==> config.mk <==
export PLATFORM = sky130hd
export DESIGN_NAME = cardResetSeq
export DESIGN_NICKNAME = d
export VERILOG_FILES = /design/src/rtl/crs_pkg.sv /design/src/rtl/crsCount.sv /design/src/rtl/crsCtrl.sv /design/src/rtl/cardResetSeq.sv
export SDC_FILE = /design/constraint.sdc
export NUM_CORES = 1
export LEC_CHECK = 0
export CORE_AREA = 2 2 39 41
export CTS_CLUSTER_DIAMETER = 80
export DETAILED_ROUTE_END_ITERATION = 6
export DIE_AREA = 0 0 41 43
export DONT_BUFFER_PORTS = 1
export PLACE_DENSITY = 0.74
export RECOVER_POWER = 50
export SETUP_SLACK_MARGIN = 0.5
export SLEW_MARGIN = 0
export SYNTH_ARGS = -nofsm -noshare
export SYNTH_HDL_FRONTEND = slang
export SYNTH_SLANG_ARGS = --single-unit
==> constraint.sdc <==
create_clock -name clk -period 3.7 [get_ports clk]
set_clock_uncertainty 0.15 [all_clocks]
set_input_delay 0.74 -clock clk [delete_from_list [all_inputs] [get_ports clk]]
set_output_delay 0.74 -clock clk [all_outputs]
set_load 0.05 [all_outputs]
==> src/rtl/crs_pkg.sv <==
package crs_pkg;
  typedef enum logic [1:0] {
    ST_OFF    = 2'd0,
    ST_HOLD   = 2'd1,
    ST_COUNT  = 2'd2,
    ST_ACTIVE = 2'd3
  } crsState_e;

  typedef struct packed {
    logic load;
    logic dec;
  } crsStrobe_t;
endpackage

==> src/rtl/crsCount.sv <==
module crsCount
  import crs_pkg::*;
#(
  parameter int DELAY_W = 8
) (
  input  logic               clk,
  input  logic               rstN,
  input  crsStrobe_t         strobe,
  input  logic [DELAY_W-1:0] delayEtu,
  output logic               delayZero,
  output logic               cntOne
);
  localparam logic [DELAY_W-1:0] ONE = DELAY_W'(1);

  logic [DELAY_W-1:0] remaining;

  always_ff @(posedge clk or negedge rstN) begin
    if (!rstN) begin
      remaining <= '0;
    end else if (strobe.load) begin
      remaining <= delayEtu;
    end else if (strobe.dec) begin
      remaining <= remaining - ONE;
    end
  end

  assign delayZero = (delayEtu == '0);
  assign cntOne    = (remaining == ONE);

  AST_DEC_STEP: assert property (@(posedge clk) disable iff (!rstN)
    strobe.dec && !strobe.load |=> remaining == $past(remaining) - ONE) else $error("dec step");

  AST_LOAD_CAPTURE: assert property (@(posedge clk) disable iff (!rstN)
    strobe.load |=> remaining == $past(delayEtu)) else $error("load capture");

  AST_NO_DEC_AT_ZERO: assert property (@(posedge clk) disable iff (!rstN)
    strobe.dec |-> remaining > ONE) else $error("dec underflow");
endmodule

==> src/rtl/crsCtrl.sv <==
module crsCtrl
  import crs_pkg::*;
(
  input  logic       clk,
  input  logic       rstN,
  input  logic       supplyOk,
  input  logic       holdReq,
  input  logic       etuTick,
  input  logic       delayZero,
  input  logic       cntOne,
  output crsStrobe_t strobe,
  output logic       pinHigh,
  output logic       releasePulse
);
  crsState_e state, nextState;
  logic      pulseQ;

  always_comb begin
    nextState = state;
    strobe    = '0;
    unique case (state)
      ST_OFF, ST_HOLD: begin
        if (holdReq) begin
          nextState = ST_HOLD;
        end else if (delayZero) begin
          nextState = ST_ACTIVE;
        end else begin
          nextState   = ST_COUNT;
          strobe.load = 1'b1;
        end
      end
      ST_COUNT: begin
        if (holdReq) begin
          nextState = ST_HOLD;
        end else if (etuTick) begin
          if (cntOne) nextState = ST_ACTIVE;
          else        strobe.dec = 1'b1;
        end
      end
      ST_ACTIVE: begin
        if (holdReq) nextState = ST_HOLD;
      end
      default: nextState = ST_OFF;
    endcase
    if (!supplyOk) begin
      nextState = ST_OFF;
      strobe    = '0;
    end
  end

  always_ff @(posedge clk or negedge rstN) begin
    if (!rstN) begin
      state  <= ST_OFF;
      pulseQ <= 1'b0;
    end else begin
      state  <= nextState;
      pulseQ <= (nextState == ST_ACTIVE) && (state != ST_ACTIVE);
    end
  end

  assign pinHigh      = (state == ST_ACTIVE);
  assign releasePulse = pulseQ;

  AST_SUPPLY_LOSS_LOW: assert property (@(posedge clk) disable iff (!rstN)
    !supplyOk |=> !pinHigh) else $error("supply loss");

  AST_HOLD_LOW: assert property (@(posedge clk) disable iff (!rstN)
    holdReq |=> !pinHigh) else $error("hold");

  AST_PULSE_ON_RISE: assert property (@(posedge clk) disable iff (!rstN)
    releasePulse |-> pinHigh && !$past(pinHigh)) else $error("pulse without rise");

  AST_RISE_HAS_PULSE: assert property (@(posedge clk) disable iff (!rstN)
    pinHigh && !$past(pinHigh) |-> releasePulse) else $error("rise without pulse");

  AST_ZERO_DELAY_RELEASE: assert property (@(posedge clk) disable iff (!rstN)
    supplyOk && !holdReq && delayZero && (state == ST_OFF || state == ST_HOLD) |=> pinHigh)
    else $error("zero delay");

  AST_NO_LOAD_AND_DEC: assert property (@(posedge clk) disable iff (!rstN)
    !(strobe.load && strobe.dec)) else $error("strobe clash");
endmodule

==> src/rtl/cardResetSeq.sv <==
module cardResetSeq
  import crs_pkg::*;
#(
  parameter int DELAY_W = 8
) (
  input  logic               clk,
  input  logic               rstN,
  input  logic               supplyOk,
  input  logic               holdReq,
  input  logic [DELAY_W-1:0] delayEtu,
  input  logic               etuTick,
  output logic               cardRstN,
  output logic               releasePulse
);
  crsStrobe_t strobe;
  logic       delayZero;
  logic       cntOne;

  crsCtrl u_ctrl (
    .clk          (clk),
    .rstN         (rstN),
    .supplyOk     (supplyOk),
    .holdReq      (holdReq),
    .etuTick      (etuTick),
    .delayZero    (delayZero),
    .cntOne       (cntOne),
    .strobe       (strobe),
    .pinHigh      (cardRstN),
    .releasePulse (releasePulse)
  );

  crsCount #(.DELAY_W(DELAY_W)) u_count (
    .clk       (clk),
    .rstN      (rstN),
    .strobe    (strobe),
    .delayEtu  (delayEtu),
    .delayZero (delayZero),
    .cntOne    (cntOne)
  );
endmodule

Word level (Yosys, flattened, before mapping)
Cells that the tools add are included.
{ "classes": {"n_eq_ne": 6, "reduce_logical": 5, "muxes": 18, "add_sub_neg": 1} }
{ "ops": {"columns": ["op", "count"], "rows": [
  ["8-bit two-way mux", 2],
  ["2-bit two-way mux", 7],
  ["8-bit by 1-bit equality test with 1-bit output, second input constant", 1],
  ["8-bit zero test", 1],
  ["1-bit two-way mux", 8],
  ["8-bit by 1-bit subtractor with 8-bit output, second input constant", 1],
  ["2-bit equality test, second input constant", 3],
  ["2-bit case mux with 3 select lines", 1],
  ["2-bit by 1-bit equality test with 1-bit output, second input constant", 1],
  ["2-bit zero test", 1],
  ["2-bit != test, second input constant", 1],
  ["2-bit nonzero test", 1],
  ["2-bit OR reduction", 1],
  ["1-bit logical AND", 1]
]} }
{ "totals": {"word_cells": 33, "out_inout_bits": 2, "ff_bits": 11} }

Longest topological paths before layout
{ "logic_depth": {"word_depth": 8, "depth_mapped": 6, "depth_no_buf": 6} }

Modules after synthesis
A second synthesis with hierarchy kept.
{ "unflattened": {"cells_unflattened": 74, "hier_area_um2": 654.4} }
{ "by_module_without_submodules": {"columns": ["mod", "cells_per_inst", "area_per_inst_um2", "n_inst"], "rows": [
  ["crsCount", 59, 506.7, 1],
  ["crsCtrl", 15, 147.6, 1]
]} }

Worst setup path after synthesis
No wires, ideal clock.
{ "synth_timing": {"path_kind": "input-to-reg", "startpoint": "input port delayEtu[0]", "endpoint": "register u_count.remaining[7]", "slack_ps": 1467, "required_ps": 3424, "t_arrival_ps": 1957, "cell_stages": 4, "path_cell_list": "nor4_1 -> a211oi_4 -> clkbuf_1 -> a221o_1"} }
{ "synth_between": {"elab_chain_cells": 6} }
{ "synth_rtl": {"columns": ["element", "line", "text"], "rows": [
  ["start, declared", "cardResetSeq.sv:10", "input logic [DELAY_W-1:0] delayEtu,"],
  ["8-bit zero test *", "crsCount.sv:27", "assign delayZero = (delayEtu == '0);"],
  ["1-bit two-way mux *", "crsCtrl.sv:25", "end else if (delayZero) begin"],
  ["1-bit two-way mux *", "crsCtrl.sv:23", "if (holdReq) begin"],
  ["1-bit two-way mux *", "crsCtrl.sv:21", "unique case (state)"],
  ["2-bit two-way mux *", "crsCtrl.sv:45", "if (!supplyOk) begin"],
  ["8-bit two-way mux or 2-bit nonzero test (tied branches)", null, null],
  ["end signal, assigned", "crsCount.sv:21", "remaining <= delayEtu;"],
  ["end signal, assigned", "crsCount.sv:23", "remaining <= remaining - ONE;"],
  ["end, declared", "crsCount.sv:15", "logic [DELAY_W-1:0] remaining;"]
]} }
Mark *: on every way between the ends. The rest lies on a longest branch, timed or not.
A chain may end at the register's enable or synchronous reset.

Final worst setup path
{ "layout_timing": {"startpoint": "register u_count.remaining[1]", "endpoint": "register u_count.remaining[3]"} }
{ "layout_between": {"elab_chain_cells": 7} }
{ "layout_rtl": {"columns": ["element", "line", "text"], "rows": [
  ["8-bit by 1-bit equality test with 1-bit output", "crsCount.sv:28", "assign cntOne = (remaining == ONE);"],
  ["1-bit two-way mux", "crsCtrl.sv:36", "if (cntOne) nextState = ST_ACTIVE;"],
  ["1-bit two-way mux", "crsCtrl.sv:35", "end else if (etuTick) begin"],
  ["1-bit two-way mux", "crsCtrl.sv:33", "if (holdReq) begin"],
  ["1-bit two-way mux", "crsCtrl.sv:21", null],
  ["2-bit two-way mux", "crsCtrl.sv:45", null],
  ["2-bit nonzero test (no source line)", null, null]
]} }
Parallel ways exist; a longest one is shown, timed or not. The select of a mux whose other input is x is not followed.

==> qor.csv <==
stage;metric;value;unit
die;DIE AREA;1760;um^2
timing;final count of hold timing violations;0;
routing;vias per cell;6.87;
power_and_ir_drop;Max VDD drop;0.272;mV
clocking;Root Driver;clkbuf_4;
synth;Seq/Total Area, Yosys;0.376;
worst_setup_path;Data arrival, critical path;2.38;ns
place;Routability Congestion;0.808;
clocking;Clock Path Buffers;2;
routing;wire per inst;17.4;um
synth;Synth Flop Type;dfrtp_1;
synth;largest family of logic cells by synthesized area;simple AND/OR/NAND/NOR gates;
timing;final setup TNS;0;ns
synth;Post-synth EDFFs;0;
die;Die Width;41;um
synth;complex-gate fraction of the synthesized area;0.253;
worst_setup_path;CP required;3.70;ns
synth;share of the synthesized area in the top cell type;0.376;
global_routing;global-route wire length before repair;2520;um
routing;DR iter-0 viols;18;
worst_setup_path;Crit. End Element;flip-flop;
clocking;post-CTS repair timing setup buffer count;0;
worst_setup_path;Worst Path Max Fanout;6;
timing;setup ws final;1.32;ns
power_and_ir_drop;pwr/cell area;412;nW/um^2
global_routing;via count of the first global-routing pass;576;
die;initial core utilization;0.529;
routing;first-pass detailed-route iteration total;4;
global_routing;largest net degree at the start of global routing;16;
routing;Post-Route WL;1620;um
place;hpwl dp;1190;um
timing;unrepaired setup endpoints after global routing;false;
synth;ys async rst share;1.00;
clocking;TritonCTS Buffers;3;
synth;Syn Nets;87;
synth;mux contribution to synthesized area;0.0547;
layout;area grow syn2layout;8.55;%
synth;top cells by area, synth;dfrtp_1 38%, a221o_1 11%, mux2i_1 5.5%, nor3_1 4.1%, o2111ai_4 3.6%;
routing;ANT nets after route;0;
layout;antenna cells;0;
timing;Worst Tran Pin Value;0.687;ns
synth;Synth Instances;72;
worst_setup_path;Setup crit start kind;flip-flop;
worst_hold_path;Hold WC Path Type;flip-flop to flip-flop;
synth;Post-Synth Adder-Cell Area;0.0342;
routing;Post-route DRC;0;
status;status;finished clean;
timing;Final min period;2.38;ns
layout;nets@finish;93;
synth;total number of yosys warnings;0;
synth;Netlist Area Pre-Place;732;um^2
global_routing;GRT Resource Usage Total;0.218;
die;# rows;14;
synth;syn_area_per_cell;10.2;um^2
clocking;post_cts resized;0;
clocking;CTS tree;yes;
timing;slew margin rel.;0.538;
die;core area;1380;um^2
timing;Setup-failing EPs final;0;
synth;simple-gate area share of the yosys netlist;0.262;
worst_setup_path;Setup CP Type;flip-flop to flip-flop;
die;die height;43;um
clocking;CTS Sinks;11;
run;max-cap check violation count;0;
synth;post-synthesis xor/xnor area fraction;0;
global_routing;grt ovf;0;
place;pre-CTS setup slack;1.34;ns
timing;final worst path period share;0.643;
place;IO Port Bufs;0;
timing;fin. max-slew vios;0;
synth;area leader, netlist;dfrtp_1;
layout;final core utilization;0.574;
global_routing;initial antenna violation count;0;
clocking;H-tree depth;1;
timing;Max Clock Freq;0.420;GHz
synth;number of synthesized register bits;11;
clocking;clock-pin slew on the worst setup and hold paths;0.08;ns
layout;share of cells above drive strength 1;0.0909;
synth;Synth cell types;27;
die;I/O pin count;15;
clocking;Clock Latency Late Sink;0.27;ns
routing;DR vias;639;
power_and_ir_drop;leakage;0.303;nW
timing;Hold Slack;0.422;ns
-- power by group --
part / internal, mW / switching (mW)
Clock: 0.0418 / 0.0416
Combinational: 0.0395 / 0.0417
Sequential: 0.137 / 0.0261
-- through the flow --
step,cells,area (um^2),power (mW)
3_5_place_dp,87,748,0.241
6_report,93,795,0.327
5_1_grt,93,795,0.347
4_1_cts,92,785,0.326
3_3_place_gp,87,748,0.239
2_1_floorplan,72,732,0.223
-- worst max-delay path: stages, from the launching register on --
cell and delay [ns]:
dfrtp_1 0.44, inv_1 0.12, ha_1 0.19, or4b_4 0.53, o2111a_1 0.37, mux2i_1 0.15
a221o_1 0.31
-- layout by cell type (no fill, tap or decap), drive strengths merged --
| cell type | n |
|---|---|
| dfrtp | 11 |
| o22ai | 2 |
| o2111a | 1 |
| o2111ai | 1 |
| nand3 | 3 |
| nand2b | 2 |
| nand2 | 1 |
| nor2b | 1 |
| mux2i | 4 |
| nor3b | 2 |
| o21a | 1 |
| or2 | 1 |
| inv | 3 |
| or4 | 2 |
| a211oi | 2 |
| or4b | 1 |
| nor3 | 6 |
| nor4 | 3 |
| a21oi | 4 |
| nor2 | 5 |
| ha | 2 |
| nor4b | 2 |
| and2 | 1 |
| or3 | 2 |
| clkbuf | 4 |
| dlygate4sd3 | 2 |
| a221o | 8 |
-- Yosys cell counts, types with 2 or more instances --
cell type / n
a21oi_1: 4
a221o_1: 8
dfrtp_1: 11
ha_1: 2
inv_1: 3
mux2i_1: 4
nand2b_1: 2
nand3_1: 3
nor2_1: 5
nor3_1: 6
nor3b_1: 2
nor4_1: 3
nor4b_1: 2
o22ai_1: 2
or3_1: 2
or4_1: 2
-- layout make-up --
type                            instances  area, um^2
Timing Repair Buffer                    2        20.0
Sequential cell                        11         275
Multi-Input combinational cell         57         442
Clock buffer                            4        26.3
Inverter                                3        11.3
Tap cell                               16        20.0
Fill cell                             119         589
-- layer usage --
metal	GRT usage	part of all wire
met1	0.322	0.44
met2	0.284	0.47
met3	0.0942	0.095
met4	0.0600	0
met5	0	0
-- sequential cells by signal, summed over array words and instances (netlist names) --
signal               flops
u_count.remaining        8
u_ctrl.releasePulse      1
u_ctrl.state             2
-- repair_timing --
action	4_1_cts	5_1_grt
endpoints found under the hold margin	6	5
hold buffers	1	1
setup endpoints to repair	0	0
-- logic make-up after synthesis --
kind of cell / after synthesis
adder cells (fa/ha/maj): 2
AO/OA/AOI/OAI: 19
multiplexers: 4
buffers and inverters: 4
AND/OR/NAND/NOR: 32
flip-flops: 11
-- path summary, 6_finish.rpt --
kind                       cells past startpoint                               end  slack, ns                              from
setup / recovery                               6  u_count.remaining[3]$_DFFE_PN0P_       1.32  u_count.remaining[1]$_DFFE_PN0P_
hold / removal                                 2     u_ctrl.releasePulse$_DFF_PN0_       0.42         u_ctrl.state[0]$_DFF_PN0_
setup reg to reg                               6  u_count.remaining[3]$_DFFE_PN0P_       1.32  u_count.remaining[1]$_DFFE_PN0P_
hold reg to reg                                2     u_ctrl.releasePulse$_DFF_PN0_       0.42         u_ctrl.state[0]$_DFF_PN0_
max in group asynchronous                      1  u_count.remaining[7]$_DFFE_PN0P_       2.56                              rstN
min in group asynchronous                      1  u_count.remaining[2]$_DFFE_PN0P_       0.62                              rstN
No activity file was read; power rests on OpenSTA's default activity.
